<file path="config.mk">
export PLATFORM = sky130hd
export DESIGN_NAME = dual_bank_mem_if
export DESIGN_NICKNAME = d
export VERILOG_FILES = /design/src/rtl/dbm_pkg.sv /design/src/rtl/dbm_bank.sv /design/src/rtl/dbm_ctrl.sv /design/src/rtl/dbm_steer.sv /design/src/rtl/dual_bank_mem_if.sv
export SDC_FILE = /design/constraint.sdc
export NUM_CORES = 2
export LEC_CHECK = 0
export BUFFER_PORTS_ARGS = -buffer_cell sky130_fd_sc_hd__buf_4
export CAP_MARGIN = 25
export CORE_MARGIN = 2
export CORE_UTILIZATION = 45
export CTS_BUF_LIST = sky130_fd_sc_hd__clkbuf_8
export DETAILED_ROUTE_END_ITERATION = 8
export SYNTH_ARGS = -nofsm -noshare
export SYNTH_HDL_FRONTEND = slang
export SYNTH_SLANG_ARGS = --single-unit
</file>
<file path="constraint.sdc">
create_clock -name clk -period 4.3 [get_ports clk]
set_input_delay 0.43 -clock clk [delete_from_list [all_inputs] [get_ports clk]]
set_output_delay 0.43 -clock clk [all_outputs]
set_load 0.01 [all_outputs]
</file>
<file path="src/rtl/dbm_pkg.sv">
package dbm_pkg;

    // Sequencer phases of one access
    typedef enum logic [1:0] {
        PH_IDLE  = 2'd0,
        PH_BANK1 = 2'd1,
        PH_BANK2 = 2'd2,
        PH_RESP  = 2'd3
    } phase_e;

    localparam int BYTE_W = 8;
    localparam int LANES  = 2;
    localparam int WORD_W = BYTE_W * LANES;

endpackage

</file>
<file path="src/rtl/dbm_bank.sv">
module dbm_bank #(
    parameter int ROW_W = 7
) (
    input  logic                     clk,
    input  logic                     rst_n,
    input  logic                     en,
    input  logic                     we,
    input  logic [ROW_W-1:0]         row,
    input  logic [dbm_pkg::BYTE_W-1:0] wdata,
    output logic [dbm_pkg::BYTE_W-1:0] rdata
);
    localparam int DEPTH = 1 << ROW_W;

    logic [dbm_pkg::BYTE_W-1:0] mem [DEPTH];
    logic [dbm_pkg::BYTE_W-1:0] rdata_d, rdata_q;

    // Output register only moves on a read; it holds otherwise
    always_comb begin
        rdata_d = rdata_q;
        if (en && !we) begin
            rdata_d = mem[row];
        end
    end

    always_ff @(posedge clk) begin
        if (!rst_n) begin
            rdata_q <= '0;
        end else begin
            rdata_q <= rdata_d;
        end
    end

    always_ff @(posedge clk) begin
        if (en && we) begin
            mem[row] <= wdata;
        end
    end

    assign rdata = rdata_q;

endmodule

</file>
<file path="src/rtl/dbm_ctrl.sv">
module dbm_ctrl #(
    parameter int ADDR_W = 8
) (
    input  logic                      clk,
    input  logic                      rst_n,
    input  logic                      req_valid,
    input  logic                      req_write,
    input  logic                      req_word,
    input  logic [ADDR_W-1:0]         req_addr,
    input  logic [dbm_pkg::WORD_W-1:0] req_wdata,
    output dbm_pkg::phase_e           phase,
    output logic                      op_write,
    output logic                      op_word,
    output logic [ADDR_W-1:0]         op_addr,
    output logic [dbm_pkg::WORD_W-1:0] op_wdata
);
    import dbm_pkg::*;

    typedef struct packed {
        phase_e              ph;
        logic                wr;
        logic                wd;
        logic [ADDR_W-1:0]   addr;
        logic [WORD_W-1:0]   wdata;
    } ctrl_t;

    ctrl_t s_d, s_q;
    logic  split;

    assign split = s_q.wd && s_q.addr[0];

    always_comb begin
        s_d = s_q;
        unique case (s_q.ph)
            PH_IDLE: begin
                if (req_valid) begin
                    s_d.ph    = PH_BANK1;
                    s_d.wr    = req_write;
                    s_d.wd    = req_word;
                    s_d.addr  = req_addr;
                    s_d.wdata = req_wdata;
                end
            end
            PH_BANK1: s_d.ph = split ? PH_BANK2 : PH_RESP;
            PH_BANK2: s_d.ph = PH_RESP;
            PH_RESP:  s_d.ph = PH_IDLE;
            default:  s_d.ph = PH_IDLE;
        endcase
    end

    always_ff @(posedge clk) begin
        if (!rst_n) begin
            s_q <= '{ph: PH_IDLE, wr: 1'b0, wd: 1'b0, addr: '0, wdata: '0};
        end else begin
            s_q <= s_d;
        end
    end

    assign phase    = s_q.ph;
    assign op_write = s_q.wr;
    assign op_word  = s_q.wd;
    assign op_addr  = s_q.addr;
    assign op_wdata = s_q.wdata;

endmodule

</file>
<file path="src/rtl/dbm_steer.sv">
module dbm_steer #(
    parameter int ADDR_W = 8
) (
    input  dbm_pkg::phase_e           phase,
    input  logic                      op_write,
    input  logic                      op_word,
    input  logic [ADDR_W-1:0]         op_addr,
    input  logic [dbm_pkg::WORD_W-1:0] op_wdata,
    input  logic [dbm_pkg::BYTE_W-1:0] even_rdata,
    input  logic [dbm_pkg::BYTE_W-1:0] odd_rdata,
    output logic                      even_en,
    output logic                      odd_en,
    output logic                      even_we,
    output logic                      odd_we,
    output logic [ADDR_W-2:0]         even_row,
    output logic [ADDR_W-2:0]         odd_row,
    output logic [dbm_pkg::BYTE_W-1:0] even_wdata,
    output logic [dbm_pkg::BYTE_W-1:0] odd_wdata,
    output logic [dbm_pkg::WORD_W-1:0] rd_data
);
    import dbm_pkg::*;

    localparam int ROW_W = ADDR_W - 1;

    logic [BYTE_W-1:0] lo_byte, hi_byte;
    logic [ADDR_W-1:0] next_addr;
    logic [ROW_W-1:0]  base_row, next_row;
    logic              odd_start;

    assign lo_byte   = op_wdata[BYTE_W-1:0];
    assign hi_byte   = op_wdata[WORD_W-1:BYTE_W];
    assign odd_start = op_addr[0];
    assign next_addr = op_addr + ADDR_W'(1);
    assign base_row  = op_addr[ADDR_W-1:1];
    assign next_row  = next_addr[ADDR_W-1:1];

    // Bank strobes, rows and lane routing per phase
    always_comb begin
        even_en    = 1'b0;
        odd_en     = 1'b0;
        even_row   = base_row;
        odd_row    = base_row;
        even_wdata = lo_byte;
        odd_wdata  = hi_byte;
        unique case (phase)
            PH_BANK1: begin
                if (op_word && !odd_start) begin
                    even_en = 1'b1;
                    odd_en  = 1'b1;
                end else if (op_word) begin
                    odd_en    = 1'b1;
                    odd_wdata = lo_byte;
                end else if (odd_start) begin
                    odd_en = 1'b1;
                end else begin
                    even_en = 1'b1;
                end
            end
            PH_BANK2: begin
                even_en    = 1'b1;
                even_row   = next_row;
                even_wdata = hi_byte;
            end
            default: ;
        endcase
        even_we = even_en && op_write;
        odd_we  = odd_en && op_write;
    end

    // Read assembly: the odd bank output register still holds the low
    // byte of a split word because that bank idles in the second cycle
    always_comb begin
        rd_data = '0;
        if (phase == PH_RESP && !op_write) begin
            if (op_word && odd_start) begin
                rd_data = {even_rdata, odd_rdata};
            end else if (op_word) begin
                rd_data = {odd_rdata, even_rdata};
            end else if (odd_start) begin
                rd_data = {{BYTE_W{1'b0}}, odd_rdata};
            end else begin
                rd_data = {{BYTE_W{1'b0}}, even_rdata};
            end
        end
    end

endmodule

</file>
<file path="src/rtl/dual_bank_mem_if.sv">
module dual_bank_mem_if #(
    parameter int ADDR_W = 8
) (
    input  logic              clk,
    input  logic              rst_n,
    input  logic              req_valid,
    input  logic              req_write,
    input  logic              req_word,
    input  logic [ADDR_W-1:0] req_addr,
    input  logic [15:0]       req_wdata,
    output logic              busy,
    output logic              done,
    output logic [15:0]       rd_data,
    output logic              bank_even_en,
    output logic              bank_odd_en,
    output logic              bank_even_we,
    output logic              bank_odd_we,
    output logic [ADDR_W-2:0] bank_even_row,
    output logic [ADDR_W-2:0] bank_odd_row
);
    import dbm_pkg::*;

    localparam int ROW_W = ADDR_W - 1;

    phase_e            phase;
    logic              op_write, op_word;
    logic [ADDR_W-1:0] op_addr;
    logic [WORD_W-1:0] op_wdata;

    logic [LANES-1:0]  lane_en, lane_we;
    logic [ROW_W-1:0]  lane_row   [LANES];
    logic [BYTE_W-1:0] lane_wdata [LANES];
    logic [BYTE_W-1:0] lane_rdata [LANES];

    dbm_ctrl #(.ADDR_W(ADDR_W)) u_ctrl (
        .clk       (clk),
        .rst_n     (rst_n),
        .req_valid (req_valid),
        .req_write (req_write),
        .req_word  (req_word),
        .req_addr  (req_addr),
        .req_wdata (req_wdata),
        .phase     (phase),
        .op_write  (op_write),
        .op_word   (op_word),
        .op_addr   (op_addr),
        .op_wdata  (op_wdata)
    );

    dbm_steer #(.ADDR_W(ADDR_W)) u_steer (
        .phase      (phase),
        .op_write   (op_write),
        .op_word    (op_word),
        .op_addr    (op_addr),
        .op_wdata   (op_wdata),
        .even_rdata (lane_rdata[0]),
        .odd_rdata  (lane_rdata[1]),
        .even_en    (lane_en[0]),
        .odd_en     (lane_en[1]),
        .even_we    (lane_we[0]),
        .odd_we     (lane_we[1]),
        .even_row   (lane_row[0]),
        .odd_row    (lane_row[1]),
        .even_wdata (lane_wdata[0]),
        .odd_wdata  (lane_wdata[1]),
        .rd_data    (rd_data)
    );

    for (genvar g = 0; g < LANES; g++) begin : g_bank
        dbm_bank #(.ROW_W(ROW_W)) u_bank (
            .clk   (clk),
            .rst_n (rst_n),
            .en    (lane_en[g]),
            .we    (lane_we[g]),
            .row   (lane_row[g]),
            .wdata (lane_wdata[g]),
            .rdata (lane_rdata[g])
        );
    end

    assign busy          = (phase != PH_IDLE);
    assign done          = (phase == PH_RESP);
    assign bank_even_en  = lane_en[0];
    assign bank_odd_en   = lane_en[1];
    assign bank_even_we  = lane_we[0];
    assign bank_odd_we   = lane_we[1];
    assign bank_even_row = lane_row[0];
    assign bank_odd_row  = lane_row[1];

endmodule

</file>
==> run metrics <==
run status=complete, no violations; layout cell share with drive strength beyond 1=20.73%; per-cell routed wire length=31.70 um; TritonRoute pass-1 iters=8; CTS tree=built; all-layer global routing usage=26.87%; headroom to the max-slew limit=26.04%; Clock Tree Buf Depth=4; final setup violating endpoints=0; register bit count reported by yosys=about 2100; total leakage power=about 0.031 uW; Critical Path Source Type=register; design internal power=roughly 33000 uW; hold violation total from the final report=0; largest net degree at the start of global routing=129; post-synthesis instance area=81080 um^2; I/O Pins=65; count of yosys warnings during synthesis=0; Clock Pin Slew Worst Setup and Hold Paths=0.06 ns; number of global-route vias before repair=approximately 48000; Hold Worst Slack=0.5115 ns; final routed wirelength across all metal layers=250.1 mm; slowest CP cell=sky130_fd_sc_hd__a41oi_1; Hold Crit Class=in2reg; via total after detailed routing=49260; Vert. Die Dim=428.5 um; routability congestion estimate from global placement=0.9185; cells traversed along the worst timing path=inv_1, ha_1, nand3b_1, and2_4, clkinv_8, buf_4, mux4_2, and2_1, o21ai_0, a41oi_1, a221o_1, o221a_1; worst reg2reg path startpoint=u_ctrl.phase[0]; H-Tree Depth=5; share of the clock period used by the worst path=98.82%; top cell types by occurrence after synthesis=sky130_fd_sc_hd__edfxtp_1, sky130_fd_sc_hd__nand2_1, sky130_fd_sc_hd__nor2_1, sky130_fd_sc_hd__a22oi_1, sky130_fd_sc_hd__mux4_2; critical path class=reg2reg; fraction of synthesized cell area taken by the top area cell type=75.85%; row count=about 160; Worst setup EP type=register; number of clock sinks=2092; RSZ-0062 raised after global routing=no; switching share of total power=26.49%; die span in x=roughly 430 um; Mapped Cells=between 4000 and 5000; via-per-instance ratio=6.244; first element of the critical path=u_ctrl.phase[0]; Clock Skews=~0.12 ns; Overall Power=44990 uW; number of unique standard cell types used by synthesis=88; launch instance of the worst min-delay path=rst_n; crit-path max cell delay=around 0.48 ns; library cell with the largest summed area after synthesis=sky130_fd_sc_hd__edfxtp_1; Least-Margin Pin Slew=1.105 ns; number of cells in the finished layout apart from fillers=7889; final critical path time including I/O delays and setup=roughly 4.2 ns; Max Clk Rate=235.3 MHz; Port Buffers=64; Worst IR Drop VDD=0.0003505 V; Clock Tree Root=sky130_fd_sc_hd__clkbuf_8; Antenna Nets Post-Route=0; max capacitance violation total=0; fraction of power consumed by combinational cells=13.0%; most common cell in the synthesized netlist=sky130_fd_sc_hd__edfxtp_1; power spent charging and discharging nets=11920 uW; area delta synth->final=15.39%; share of the yosys chip area belonging to registers=76.94%; placeable core region=178800 um^2; pwr/cell area=480.9 nW/um^2; Seq pwr share=51.3%; violation count after the first detailed-routing iteration=6952; leftover overflow at the end of global routing=0; maximum fanout along the worst path=53; fin nets=5317; top flip-flop cell by instance count after synthesis=sky130_fd_sc_hd__edfxtp_1; # DRC=0; syn_area_per_cell=17.23 um^2; fraction of power consumed by the clock network=35.7%; share of synthesized flip-flops with an asynchronous set or reset=0%; clock buffers created by TritonCTS=350; core occupancy in the finished layout=between 50 and 60%; number of flops mapped to enable cells by yosys=2048; clock insertion delay at the later pin of the skew report=1.09 ns; number of antenna violations at the first check in global routing=6; wire length of the first global-routing pass=355.2 mm; Starting Density=about 45%; detailed placement HPWL=156.0 mm; cell types with the largest area share after synthesis=sky130_fd_sc_hd__edfxtp_1, sky130_fd_sc_hd__mux4_2, sky130_fd_sc_hd__a22oi_1; count of buffering cells on the critical path with inverters included=3; Die Area=roughly 180000 um^2; cell total after placement=7223; accumulated negative setup slack=0 ns; required time at the worst-slack endpoint=5.24 ns; crit-path leading delay family=compound AO/OA/AOI/OAI gates; nets in the synthesized netlist=4741; Arrival @ worst endpoint=about 5.2 ns; max-slew violation total from the final report=0
==> tightest hold or removal path, delay by kind of cell <==
family	cells	cell delay [ns]
compound gates	2	0.22
buf+inv	2	0.81
==> logic make-up (layout without fill, tap and decap cells) <==
| family | Yosys count | count (layout) | synth area share, % |
|---|---|---|---|
| DFF | 2092 | 2092 | 76.94 |
| AOI/OAI and AO/OA | 958 | 958 | 8.841 |
| and+or+nand+nor | 956 | 956 | 5.133 |
| muxes | 362 | 362 | 6.903 |
| buffers and inverters | 329 | 1151 | 2.031 |
| adders and majority gates | 6 | 6 | 0.09259 |
| xor gates and xnor gates | 3 | 3 | 0.06482 |
| other | 0 | 6 | 0 |
==> cells in the final DEF (no fill, tap or decap), types with 69 or more instances in the layout <==
cell type and count:
sky130_fd_sc_hd__edfxtp_1 2048, sky130_fd_sc_hd__nand3_1 69, sky130_fd_sc_hd__mux2i_1 146, sky130_fd_sc_hd__a221oi_1 121, sky130_fd_sc_hd__inv_1 141, sky130_fd_sc_hd__nand2_1 370, sky130_fd_sc_hd__nor2_1 344, sky130_fd_sc_hd__mux4_2 151
sky130_fd_sc_hd__buf_4 436, sky130_fd_sc_hd__a31oi_1 72, sky130_fd_sc_hd__a22oi_1 308, sky130_fd_sc_hd__clkbuf_8 369
==> layer usage <==
layer  vias to the layer above  wire length (um)  global-route usage (%)
met1                     25420            101300                   38.76
met4                         2              9586                   10.26
li1                      20290                 -                       -
met2                      3056            112000                   40.22
met3                       493             27190                   5.687
met5                         -                11                       0
==> final timing paths <==
path	depth (start not counted)	endpoint	slack (ns)
worst max register to register	12	g_bank[0].u_bank.rdata[5]	0.05
worst max-delay path	12	g_bank[0].u_bank.rdata[5]	0.05
worst min-delay path	4	g_bank[0].u_bank.rdata[1]	0.51
worst min register to register	2	u_ctrl.phase[1]	0.58
==> state kept, by name, summed over array words and instances (netlist names) <==
name and flops:
g_bank.u_bank.mem 2048, u_ctrl.op_write 1, u_ctrl.phase 2, u_ctrl.op_wdata 16, u_ctrl.op_addr 8, g_bank.u_bank.rdata 16, u_ctrl.op_word 1
==> layout make-up <==
class	instances	area, um^2
Multi-Input combinational cell	2285	17200
Inverter	17	78.83
Clock buffer	368	5065
Clock inverter	230	1104
Tap cell	2355	2947
Timing Repair Buffer	536	4743
Fill cell	14470	85250
Antenna cell	6	15.01
Sequential cell	2092	62400
==> repair_timing <==
item                       in CTS  in global routing
resized for setup               1                  3
hold buffers                   54                  0
buffers inserted                0                  3
setup endpoints to repair       1                  3
hold endpoints to repair       43                  0
==> per-stage QoR <==
step / area (um^2) / setup slack [ns]
final: 93550 / 0.05059
after global routing: 93550 / 0.004992
after CTS: 93430 / 0.07688
after detailed placement: 86720 / -0.1560
after global placement: 86720 / -0.1540
after floorplan: 81080 / 1.150
==> power by group through the flow <==
stage / logic, uW / clock network, uW / registers (uW)
after global placement: 5590 / 0 / 23500
after global routing: 6060 / 17100 / 23100
final: 5830 / 16100 / 23100
after CTS: 5700 / 16200 / 23100
after floorplan: 3030 / 0 / 23500
after detailed placement: 5630 / 0 / 23500
(Power assumes the default switching activity.)
